<file path="src/rtl/ecc_inj_pkg.sv">
package ecc_inj_pkg;

  localparam int NUM_FIELDS = 6;
  localparam int ADDR_W     = 4;

  // register word addresses
  localparam logic [ADDR_W-1:0] RA_MASK   = 4'd6;
  localparam logic [ADDR_W-1:0] RA_CTRL   = 4'd7;
  localparam logic [ADDR_W-1:0] RA_ARM    = 4'd8;

  // bit positions inside the injection kind
  localparam int KIND_REPEAT = 0;
  localparam int KIND_ECC    = 1;
  localparam int KIND_PAR    = 2;

  typedef struct packed {
    logic [2:0] kind;     // control bits 4:2
    logic [1:0] section;  // control bits 1:0
  } inj_ctrl_t;

  localparam int CTRL_W = $bits(inj_ctrl_t);

endpackage

</file>
<file path="src/rtl/ecc_inj_regs.sv">
module ecc_inj_regs
  import ecc_inj_pkg::*;
#(
  parameter int REG_W  = 32,
  parameter int HALF_W = 32,
  parameter int FIELD_W [NUM_FIELDS] = '{2, 2, 2, 3, 18, 11},
  localparam int VAL_W = REG_W - 1
) (
  input  logic                clk,
  input  logic                rst_n,
  input  logic                cfg_we,
  input  logic [ADDR_W-1:0]   cfg_addr,
  input  logic [REG_W-1:0]    cfg_wdata,
  output logic [REG_W-1:0]    cfg_rdata,
  input  logic                fire,
  output logic [VAL_W-1:0]    fld_val [NUM_FIELDS],
  output logic                fld_any [NUM_FIELDS],
  output logic [HALF_W-1:0]   mask,
  output inj_ctrl_t           ctrl,
  output logic                armed
);

  logic [NUM_FIELDS-1:0] fld_we;
  logic                  mask_we;
  logic                  ctrl_we;
  logic                  arm_we;

  always_comb begin
    for (int i = 0; i < NUM_FIELDS; i++) begin
      fld_we[i] = cfg_we && (cfg_addr == ADDR_W'(i));
    end
    mask_we = cfg_we && (cfg_addr == RA_MASK);
    ctrl_we = cfg_we && (cfg_addr == RA_CTRL);
    arm_we  = cfg_we && (cfg_addr == RA_ARM);
  end

  // location match registers, one per field
  for (genvar g = 0; g < NUM_FIELDS; g++) begin : g_fld
    localparam logic [VAL_W-1:0] KEEP = (VAL_W'(1) << FIELD_W[g]) - VAL_W'(1);
    logic [VAL_W-1:0] val_d, val_q;
    logic             any_d, any_q;

    assign val_d = cfg_wdata[VAL_W-1:0] & KEEP;
    assign any_d = cfg_wdata[REG_W-1];

    always_ff @(posedge clk or negedge rst_n) begin
      if (!rst_n) begin
        val_q <= '0;
        any_q <= 1'b1;
      end else if (fld_we[g]) begin
        val_q <= val_d;
        any_q <= any_d;
      end
    end

    assign fld_val[g] = val_q;
    assign fld_any[g] = any_q;
  end

  // mask and control
  logic [HALF_W-1:0] mask_q;
  inj_ctrl_t         ctrl_q;

  always_ff @(posedge clk or negedge rst_n) begin
    if (!rst_n) begin
      mask_q <= '0;
    end else if (mask_we) begin
      mask_q <= cfg_wdata[HALF_W-1:0];
    end
  end

  always_ff @(posedge clk or negedge rst_n) begin
    if (!rst_n) begin
      ctrl_q <= '0;
    end else if (ctrl_we) begin
      ctrl_q <= cfg_wdata[CTRL_W-1:0];
    end
  end

  // arm bit: software write wins over the one-shot self-clear
  logic arm_d, arm_q, arm_upd;

  always_comb begin
    arm_d = arm_q;
    if (arm_we) begin
      arm_d = |cfg_wdata;
    end else if (fire && !ctrl_q.kind[KIND_REPEAT]) begin
      arm_d = 1'b0;
    end
  end

  assign arm_upd = arm_we | fire;

  always_ff @(posedge clk or negedge rst_n) begin
    if (!rst_n) begin
      arm_q <= 1'b0;
    end else if (arm_upd) begin
      arm_q <= arm_d;
    end
  end

  // readback
  always_comb begin
    cfg_rdata = '0;
    for (int i = 0; i < NUM_FIELDS; i++) begin
      if (cfg_addr == ADDR_W'(i)) begin
        cfg_rdata = {fld_any[i], fld_val[i]};
      end
    end
    if (cfg_addr == RA_MASK) cfg_rdata = REG_W'(mask_q);
    if (cfg_addr == RA_CTRL) cfg_rdata = REG_W'(ctrl_q);
    if (cfg_addr == RA_ARM)  cfg_rdata = REG_W'(arm_q);
  end

  assign mask  = mask_q;
  assign ctrl  = ctrl_q;
  assign armed = arm_q;

endmodule

</file>
<file path="src/rtl/ecc_inj_match.sv">
module ecc_inj_match
  import ecc_inj_pkg::*;
#(
  parameter int VAL_W = 31
) (
  input  logic [VAL_W-1:0] fld_val [NUM_FIELDS],
  input  logic             fld_any [NUM_FIELDS],
  input  logic [VAL_W-1:0] req_val [NUM_FIELDS],
  output logic             hit
);

  logic [NUM_FIELDS-1:0] field_ok;

  for (genvar g = 0; g < NUM_FIELDS; g++) begin : g_cmp
    assign field_ok[g] = fld_any[g] | (fld_val[g] == req_val[g]);
  end

  assign hit = &field_ok;

endmodule

</file>
<file path="src/rtl/ecc_inj_corrupt.sv">
module ecc_inj_corrupt
  import ecc_inj_pkg::*;
#(
  parameter int HALF_W = 32,
  localparam int CW_W  = 2 * HALF_W
) (
  input  logic              clk,
  input  logic              rst_n,
  input  logic              in_valid,
  input  logic [CW_W-1:0]   in_word,
  input  logic              fire,
  input  logic [HALF_W-1:0] mask,
  input  logic [1:0]        section,
  input  logic              ecc_kind,
  input  logic              par_kind,
  output logic              out_valid,
  output logic [CW_W-1:0]   out_word,
  output logic              out_hit,
  output logic              out_ecc,
  output logic              out_par
);

  logic [CW_W-1:0] flip;

  // one mask copy per half, gated by its section bit
  for (genvar h = 0; h < 2; h++) begin : g_half
    assign flip[h*HALF_W +: HALF_W] = (fire && section[h]) ? mask : '0;
  end

  logic [CW_W-1:0] word_d;
  logic            hit_d, ecc_d, par_d;

  always_comb begin
    word_d = in_word ^ flip;
    hit_d  = fire;
    ecc_d  = fire & ecc_kind;
    par_d  = fire & par_kind;
  end

  always_ff @(posedge clk or negedge rst_n) begin
    if (!rst_n) begin
      out_valid <= 1'b0;
      out_hit   <= 1'b0;
      out_ecc   <= 1'b0;
      out_par   <= 1'b0;
    end else begin
      out_valid <= in_valid;
      out_hit   <= hit_d;
      out_ecc   <= ecc_d;
      out_par   <= par_d;
    end
  end

  always_ff @(posedge clk or negedge rst_n) begin
    if (!rst_n) begin
      out_word <= '0;
    end else if (in_valid) begin
      out_word <= word_d;
    end
  end

endmodule

</file>
<file path="src/rtl/ecc_inject_unit.sv">
module ecc_inject_unit
  import ecc_inj_pkg::*;
#(
  parameter int REG_W  = 32,
  parameter int CW_W   = 64,
  parameter int DIMM_W = 2,
  parameter int RANK_W = 2,
  parameter int CHAN_W = 2,
  parameter int BANK_W = 3,
  parameter int PAGE_W = 18,
  parameter int COL_W  = 11
) (
  input  logic              clk,
  input  logic              rst_n,
  input  logic              cfg_we,
  input  logic [3:0]        cfg_addr,
  input  logic [REG_W-1:0]  cfg_wdata,
  output logic [REG_W-1:0]  cfg_rdata,
  input  logic              wr_valid,
  input  logic [DIMM_W-1:0] wr_dimm,
  input  logic [RANK_W-1:0] wr_rank,
  input  logic [CHAN_W-1:0] wr_chan,
  input  logic [BANK_W-1:0] wr_bank,
  input  logic [PAGE_W-1:0] wr_page,
  input  logic [COL_W-1:0]  wr_col,
  input  logic [CW_W-1:0]   wr_word,
  output logic              out_valid,
  output logic [CW_W-1:0]   out_word,
  output logic              out_hit,
  output logic              out_ecc_err,
  output logic              out_par_err
);

  localparam int HALF_W = CW_W / 2;
  localparam int VAL_W  = REG_W - 1;

  // reset: asserted at once, released on the clock
  logic [1:0] rst_pipe;
  logic       rst_sync_n;

  always_ff @(posedge clk or negedge rst_n) begin
    if (!rst_n) rst_pipe <= 2'b00;
    else        rst_pipe <= {rst_pipe[0], 1'b1};
  end
  assign rst_sync_n = rst_pipe[1];

  logic [VAL_W-1:0]  fld_val [NUM_FIELDS];
  logic              fld_any [NUM_FIELDS];
  logic [VAL_W-1:0]  req_val [NUM_FIELDS];
  logic [HALF_W-1:0] mask;
  inj_ctrl_t         ctrl;
  logic              inj_en;
  logic              addr_hit;
  logic              fire;
  logic              repeat_on;

  assign req_val[0] = VAL_W'(wr_dimm);
  assign req_val[1] = VAL_W'(wr_rank);
  assign req_val[2] = VAL_W'(wr_chan);
  assign req_val[3] = VAL_W'(wr_bank);
  assign req_val[4] = VAL_W'(wr_page);
  assign req_val[5] = VAL_W'(wr_col);

  ecc_inj_regs #(
    .REG_W   (REG_W),
    .HALF_W  (HALF_W),
    .FIELD_W ('{DIMM_W, RANK_W, CHAN_W, BANK_W, PAGE_W, COL_W})
  ) u_regs (
    .clk       (clk),
    .rst_n     (rst_sync_n),
    .cfg_we    (cfg_we),
    .cfg_addr  (cfg_addr),
    .cfg_wdata (cfg_wdata),
    .cfg_rdata (cfg_rdata),
    .fire      (fire),
    .fld_val   (fld_val),
    .fld_any   (fld_any),
    .mask      (mask),
    .ctrl      (ctrl),
    .armed     (inj_en)
  );

  ecc_inj_match #(
    .VAL_W (VAL_W)
  ) u_match (
    .fld_val (fld_val),
    .fld_any (fld_any),
    .req_val (req_val),
    .hit     (addr_hit)
  );

  assign fire      = wr_valid & inj_en & addr_hit;
  assign repeat_on = ctrl.kind[KIND_REPEAT];

  ecc_inj_corrupt #(
    .HALF_W (HALF_W)
  ) u_corrupt (
    .clk       (clk),
    .rst_n     (rst_sync_n),
    .in_valid  (wr_valid),
    .in_word   (wr_word),
    .fire      (fire),
    .mask      (mask),
    .section   (ctrl.section),
    .ecc_kind  (ctrl.kind[KIND_ECC]),
    .par_kind  (ctrl.kind[KIND_PAR]),
    .out_valid (out_valid),
    .out_word  (out_word),
    .out_hit   (out_hit),
    .out_ecc   (out_ecc_err),
    .out_par   (out_par_err)
  );

endmodule

</file>
<file path="config.mk">
export PLATFORM = sky130hd
export DESIGN_NAME = ecc_inject_unit
export DESIGN_NICKNAME = d
export VERILOG_FILES = /design/src/rtl/ecc_inj_pkg.sv /design/src/rtl/ecc_inj_regs.sv /design/src/rtl/ecc_inj_match.sv /design/src/rtl/ecc_inj_corrupt.sv /design/src/rtl/ecc_inject_unit.sv
export SDC_FILE = /design/constraint.sdc
export NUM_CORES = 1
export LEC_CHECK = 0
export BUFFER_PORTS_ARGS = -buffer_cell sky130_fd_sc_hd__buf_2
export CAP_MARGIN = 30
export CORE_MARGIN = 4
export CORE_UTILIZATION = 40
export DETAILED_ROUTE_END_ITERATION = 8
export PLACE_DENSITY = 0.61
export SYNTH_ARGS = -nofsm -noshare
export SYNTH_HDL_FRONTEND = slang
export SYNTH_SLANG_ARGS = --single-unit
</file>
<file path="constraint.sdc">
create_clock -name clk -period 8.25 [get_ports clk]
set_input_delay 1.2375 -clock clk [delete_from_list [all_inputs] [get_ports clk]]
set_output_delay 1.2375 -clock clk [all_outputs]
set_load 0.02 [all_outputs]
</file>
* Yosys cells after proc, flatten, opt, wreduce, memory -nomap -nowiden
Index checks and enable logic that the tools add are counted.
Word-level totals: register bits 152, bits in latches 0, memory bits (writable) 0, memory bits (read-only) 0, input port bits 142, logic and storage cells 79, memories 0
Cells by class: add/subtract/negate cells 0, multiply operators 0, divide/modulo/power cells 0, magnitude comparators 0, eq/ne operators 14, shift-type cells 0, muxes and demuxes 13, bitwise logic cells 12, reduce and logical (&&, ||, !) cells 18
Operator list (count):
- 2-to-1 mux 32 bit | 11
- bitwise XOR 64 bit | 1
- OR reduction 32 bit | 1
- equality test 18 bit | 1
- equality test 4 x 3 -> 1 bit, second input constant | 4
- logical AND 1 bit | 12
- equality test 11 bit | 1
- equality test 4 x 2 -> 1 bit, second input constant | 2
- OR 1 bit | 7
- equality test 2 bit | 3
- AND reduction 6 bit | 1
- AND 1 bit | 4
- equality test 4 x 1 -> 1 bit, second input constant | 1
- equality test 4 bit, second input constant | 1
- zero test 4 bit | 1
- equality test 3 bit | 1
- 2-to-1 mux 1 bit | 2
- AND reduction 2 bit | 1
- nonzero test 2 bit | 1
- zero test 1 bit | 1

* Logic depth before layout (Yosys ltp)
depth in word-level cells 10, mapped depth 9

* Modules after synthesis
Synthesis repeated with hierarchy kept, for this count alone.
Second synthesis, totals: cells, all modules 1055, area total of the unflattened synthesis 10592.7 um2
By module, submodules not included:
- ecc_inj_regs | times used 1, cells each 447, area an instance 5092.4 um2, sequential area each 2059.5 um2
- ecc_inj_corrupt | times used 1, cells each 353, area an instance 3403.3 um2, sequential area each 1701.6 um2
- ecc_inj_match | times used 1, cells each 250, area an instance 2033.2 um2, sequential area each 0.0 um2
- ecc_inject_unit | times used 1, cells each 5, area an instance 63.8 um2, sequential area each 50.0 um2

* Least setup slack after synthesis
No wires, ideal clock.
path type input -> output, start point in cfg_addr[0], end point out cfg_rdata[0], arrival time 2752 ps, required time 7013 ps, setup slack 4261 ps, stages 5, path buffers 3, cell sequence clkbuf_1 -> clkbuf_1 -> buf_1 -> a41oi_1 -> o22ai_1
Between the ends: longest elaborated chain between the ends 10, elaborated cells between the ends (all ways) 18
RTL lines:
- start, declared | RTL line ecc_inject_unit.sv:16 | input logic [3:0] cfg_addr,
- zero test 4 bit | RTL line ecc_inj_regs.sv:106 | if (cfg_addr == ADDR_W'(i)) begin
- 2-to-1 mux 32 bit (6 in a row) | RTL line ecc_inj_regs.sv:106
- 2-to-1 mux 32 bit | RTL line ecc_inj_regs.sv:110 | if (cfg_addr == RA_MASK) cfg_rdata = REG_W'(mask_q);
- 2-to-1 mux 32 bit | RTL line ecc_inj_regs.sv:111 | if (cfg_addr == RA_CTRL) cfg_rdata = REG_W'(ctrl_q);
- 2-to-1 mux 32 bit * | RTL line ecc_inj_regs.sv:112 | if (cfg_addr == RA_ARM) cfg_rdata = REG_W'(arm_q);
- end, declared | RTL line ecc_inject_unit.sv:18 | output logic [REG_W-1:0] cfg_rdata,
Every way passes the cells marked *; elsewhere a longest branch is shown, timed or not.

* Worst setup path in the final report
start point in cfg_addr[0], end point out cfg_rdata[8]
Between the ends: longest elaborated chain between the ends 9, elaborated cells between the ends (all ways) 16
RTL lines (RTL line):
- equality test 4 x 1 -> 1 bit | ecc_inj_regs.sv:106
- 2-to-1 mux 32 bit (5 in a row) | ecc_inj_regs.sv:106
- 2-to-1 mux 32 bit | ecc_inj_regs.sv:110
- 2-to-1 mux 32 bit | ecc_inj_regs.sv:111
- 2-to-1 mux 32 bit * | ecc_inj_regs.sv:112
Marks and branches as above.

==> run summary <==
Post-synthesis cell count - 804
Worst setup startpoint - cfg_addr[0]
Critical setup path kind - primary input to output pin
Fin crit share - 49.1%
Worst setup SP type - primary input
Post-CTS setup buffer count - 0
Syn-to-layout area delta - 23.1%
Row cnt - 52
Share of flip-flops with an asynchronous set or reset - 100%
Clk Latency, worst-skew pair - 420 ps
I/O Pins - 242
Placed insts - 1,247
Synth unique cells - 43
Final hold violation count - 0
CTS tree - yes
Power Dens Cells - 235 nW/µm²
Start of the worst register-to-register path - u_regs.g_fld[4].val_q[13]$_DFFE_PN0P_
Layout cell share with drive strength beyond 1 - 37.2%
CTS Buf Count - 17
Post-route cell area - 10,300 µm²
All-Layer GR Usage - 23.0%
WP data required - 7010 ps
DR vias/cell - 5.84
Slew margin rel. - 28.1%
Hold buffers post-CTS - 0
Worst path most repeated cell - buf_2
Die height - 152 µm
Worst Setup End Kind - output pin
Remaining Overflow, GRT - 0
# setup viols final - 0
Max cap viols - 0
Pre-CTS setup slack - 4190 ps
CP max stage delay - 620 ps
Critical path peak fanout - 29
Fin crit period - 4050 ps
Final TNS setup - 0 ps
Fmax - 0.247 GHz
VDD IR max - 0.216 mV
RSZ-0062 raised after global routing - false
Post-synth EDFFs - 0
Max-slew violations - 0
Drt pass-1 iters - 5
Fill count - 1,920
FF+latch count, synth - 152
Actual slew at the worst max-slew pin - 1070 ps
Worst hold margin - 352 ps
Die area - 23,300 µm²
Final #Nets - 1,138
Core Util, Final - 50.5%
R2R setup slack - 5130 ps
Hold Crit Start - rst_pipe[0]$_DFF_PN0_
CP bufs+invs - 2
Routed WL - 27,600 µm
H-tree Lvls - 4
Min-Delay Path Class - flip-flop to flip-flop
Port Buffers - 241
Avg Synthesized Cell Area - 10.4 µm²
Core ar. - 20,400 µm²
DR DRC count - 0
Seq/Total Area, Yosys - 45.6%
Antenna-violating nets left - 0
WL/cell - 21.5 µm
Final Non-Filler Cells - 1,280
Resize count post-CTS - 0
Lkg Pwr - 4.26 nW
Cell family with most CP delay - simple AND/OR/NAND/NOR gates
Largest net degree at the start of global routing - 93
Horiz. Die Dim - 152 µm
Vias - 7,470
CTS root buf - clkbuf_16
RD Place Congestion - 0.828
Clk buf depth - 2
Final Power - 2.42 mW
Initial antenna violation count - 6
Top FF cell, synth - dfrtp_1
Vias in the first global route - 7,268
Clock-pin slew on the worst setup and hold paths - 60 ps
CTS sink cnt - 152
Crit path cell chain - buf_2, nor2b_1, a21oi_1, nor2_1, buf_2
Setup ws final - 4200 ps
Placed inst area - 9670 µm²
Syn_nets - 946
Post-DP HPWL - 19,100 µm
Ys Warns - 0
DR iter-0 viols - 517
CP Data Arrival Time - 2810 ps
Initial core utilization - 41.0%
Skew final - 13.1 ps
Status - complete, no violations
Cell area after synthesis - 8350 µm²
Max stage delay cell, worst path - nor2b_1
First-pass GRT wire length - 42,400 µm
## flip-flops by register name (all words and copies together) (netlist names)
| register | count |
|---|---|
| rst_pipe | 2 |
| u_corrupt.out_ecc | 1 |
| u_corrupt.out_hit | 1 |
| u_corrupt.out_par | 1 |
| u_corrupt.out_valid | 1 |
| u_corrupt.out_word | 64 |
| u_regs.armed | 1 |
| u_regs.ctrl | 5 |
| u_regs.g_fld.any_q | 6 |
| u_regs.g_fld.val_q | 38 |
| u_regs.mask | 32 |
## worst paths after layout
kind,end,cells after the start
worst max-delay path,cfg_rdata[8],5
worst min-delay path,rst_pipe[1]$_DFF_PN0_,0
max in group asynchronous,u_corrupt.out_word[16]$_DFFE_PN0P_,1
worst max register to register,u_corrupt.out_word[38]$_DFFE_PN0P_,7
worst min register to register,rst_pipe[1]$_DFF_PN0_,0
min in group asynchronous,u_regs.g_fld[2].val_q[0]$_DFFE_PN0P_,0
## logic make-up after synthesis
family,Yosys count,synth area share (%)
multiplexers,96,13.5
AND/OR/NAND/NOR,274,18.9
flip-flops,152,45.6
buffers and inverters,82,4.69
other,1,0.0449
XOR/XNOR,38,3.99
AO/OA/AOI/OAI,161,13.2
## power by group
group          internal [mW]  total, mW  leakage, nW  switching, mW
Sequential             0.874       1.02         1.78          0.141
Combinational          0.219      0.580         2.18          0.361
Clock                  0.509      0.824        0.298          0.314
Total                   1.60       2.42         4.26          0.816
## cell usage in the layout, fill, tap and decap left out, types with 10 or more instances in the layout
master,count
a21oi_1,14
a31oi_1,65
and2_1,15
buf_2,240
buf_4,12
clkbuf_16,17
dfrtp_1,145
mux2_1,10
mux2_2,72
nand4_1,71
nor2_1,84
nor4_1,10
o31ai_1,64
or4_1,64
xnor2_1,23
xor2_1,15
## routing by layer
metal	share of wire, %	GRT usage, %	vias up
li1	-	-	3496
met1	45	32.0	3631
met2	47	37.0	305
met3	6.3	5.20	30
met4	1.7	5.22	8
met5	0.18	0	-
## synthesized netlist by cell type (all sizes together) (9+ instances only)
cell	n	area, µm²
and2	15	93.8
mux2i	9	90.1
nand2	10	40.0
dfrtp	146	3650
o31ai	64	480
or4	64	480
nand4	71	444
a31oi	66	413
xnor2	23	201
clkbuf	46	173
xor2	15	131
nor2	84	315
mux2	82	923
nor4	12	87.6
a21oi	14	70.1
buf	34	211
## area by class of cell
class                   count  area, µm²  area share, %
well taps                 270        338           3.29
flip-flops and latches    152       3810           37.1
clock buffers              25        495           4.82
diodes                      1       2.50         0.0243
clock inverters             7        116           1.13
repair buffers            253       1320           12.8
multi-input cells         570       4190           40.7
inverters                   2       7.51         0.0730
(Power assumes the default switching activity.)
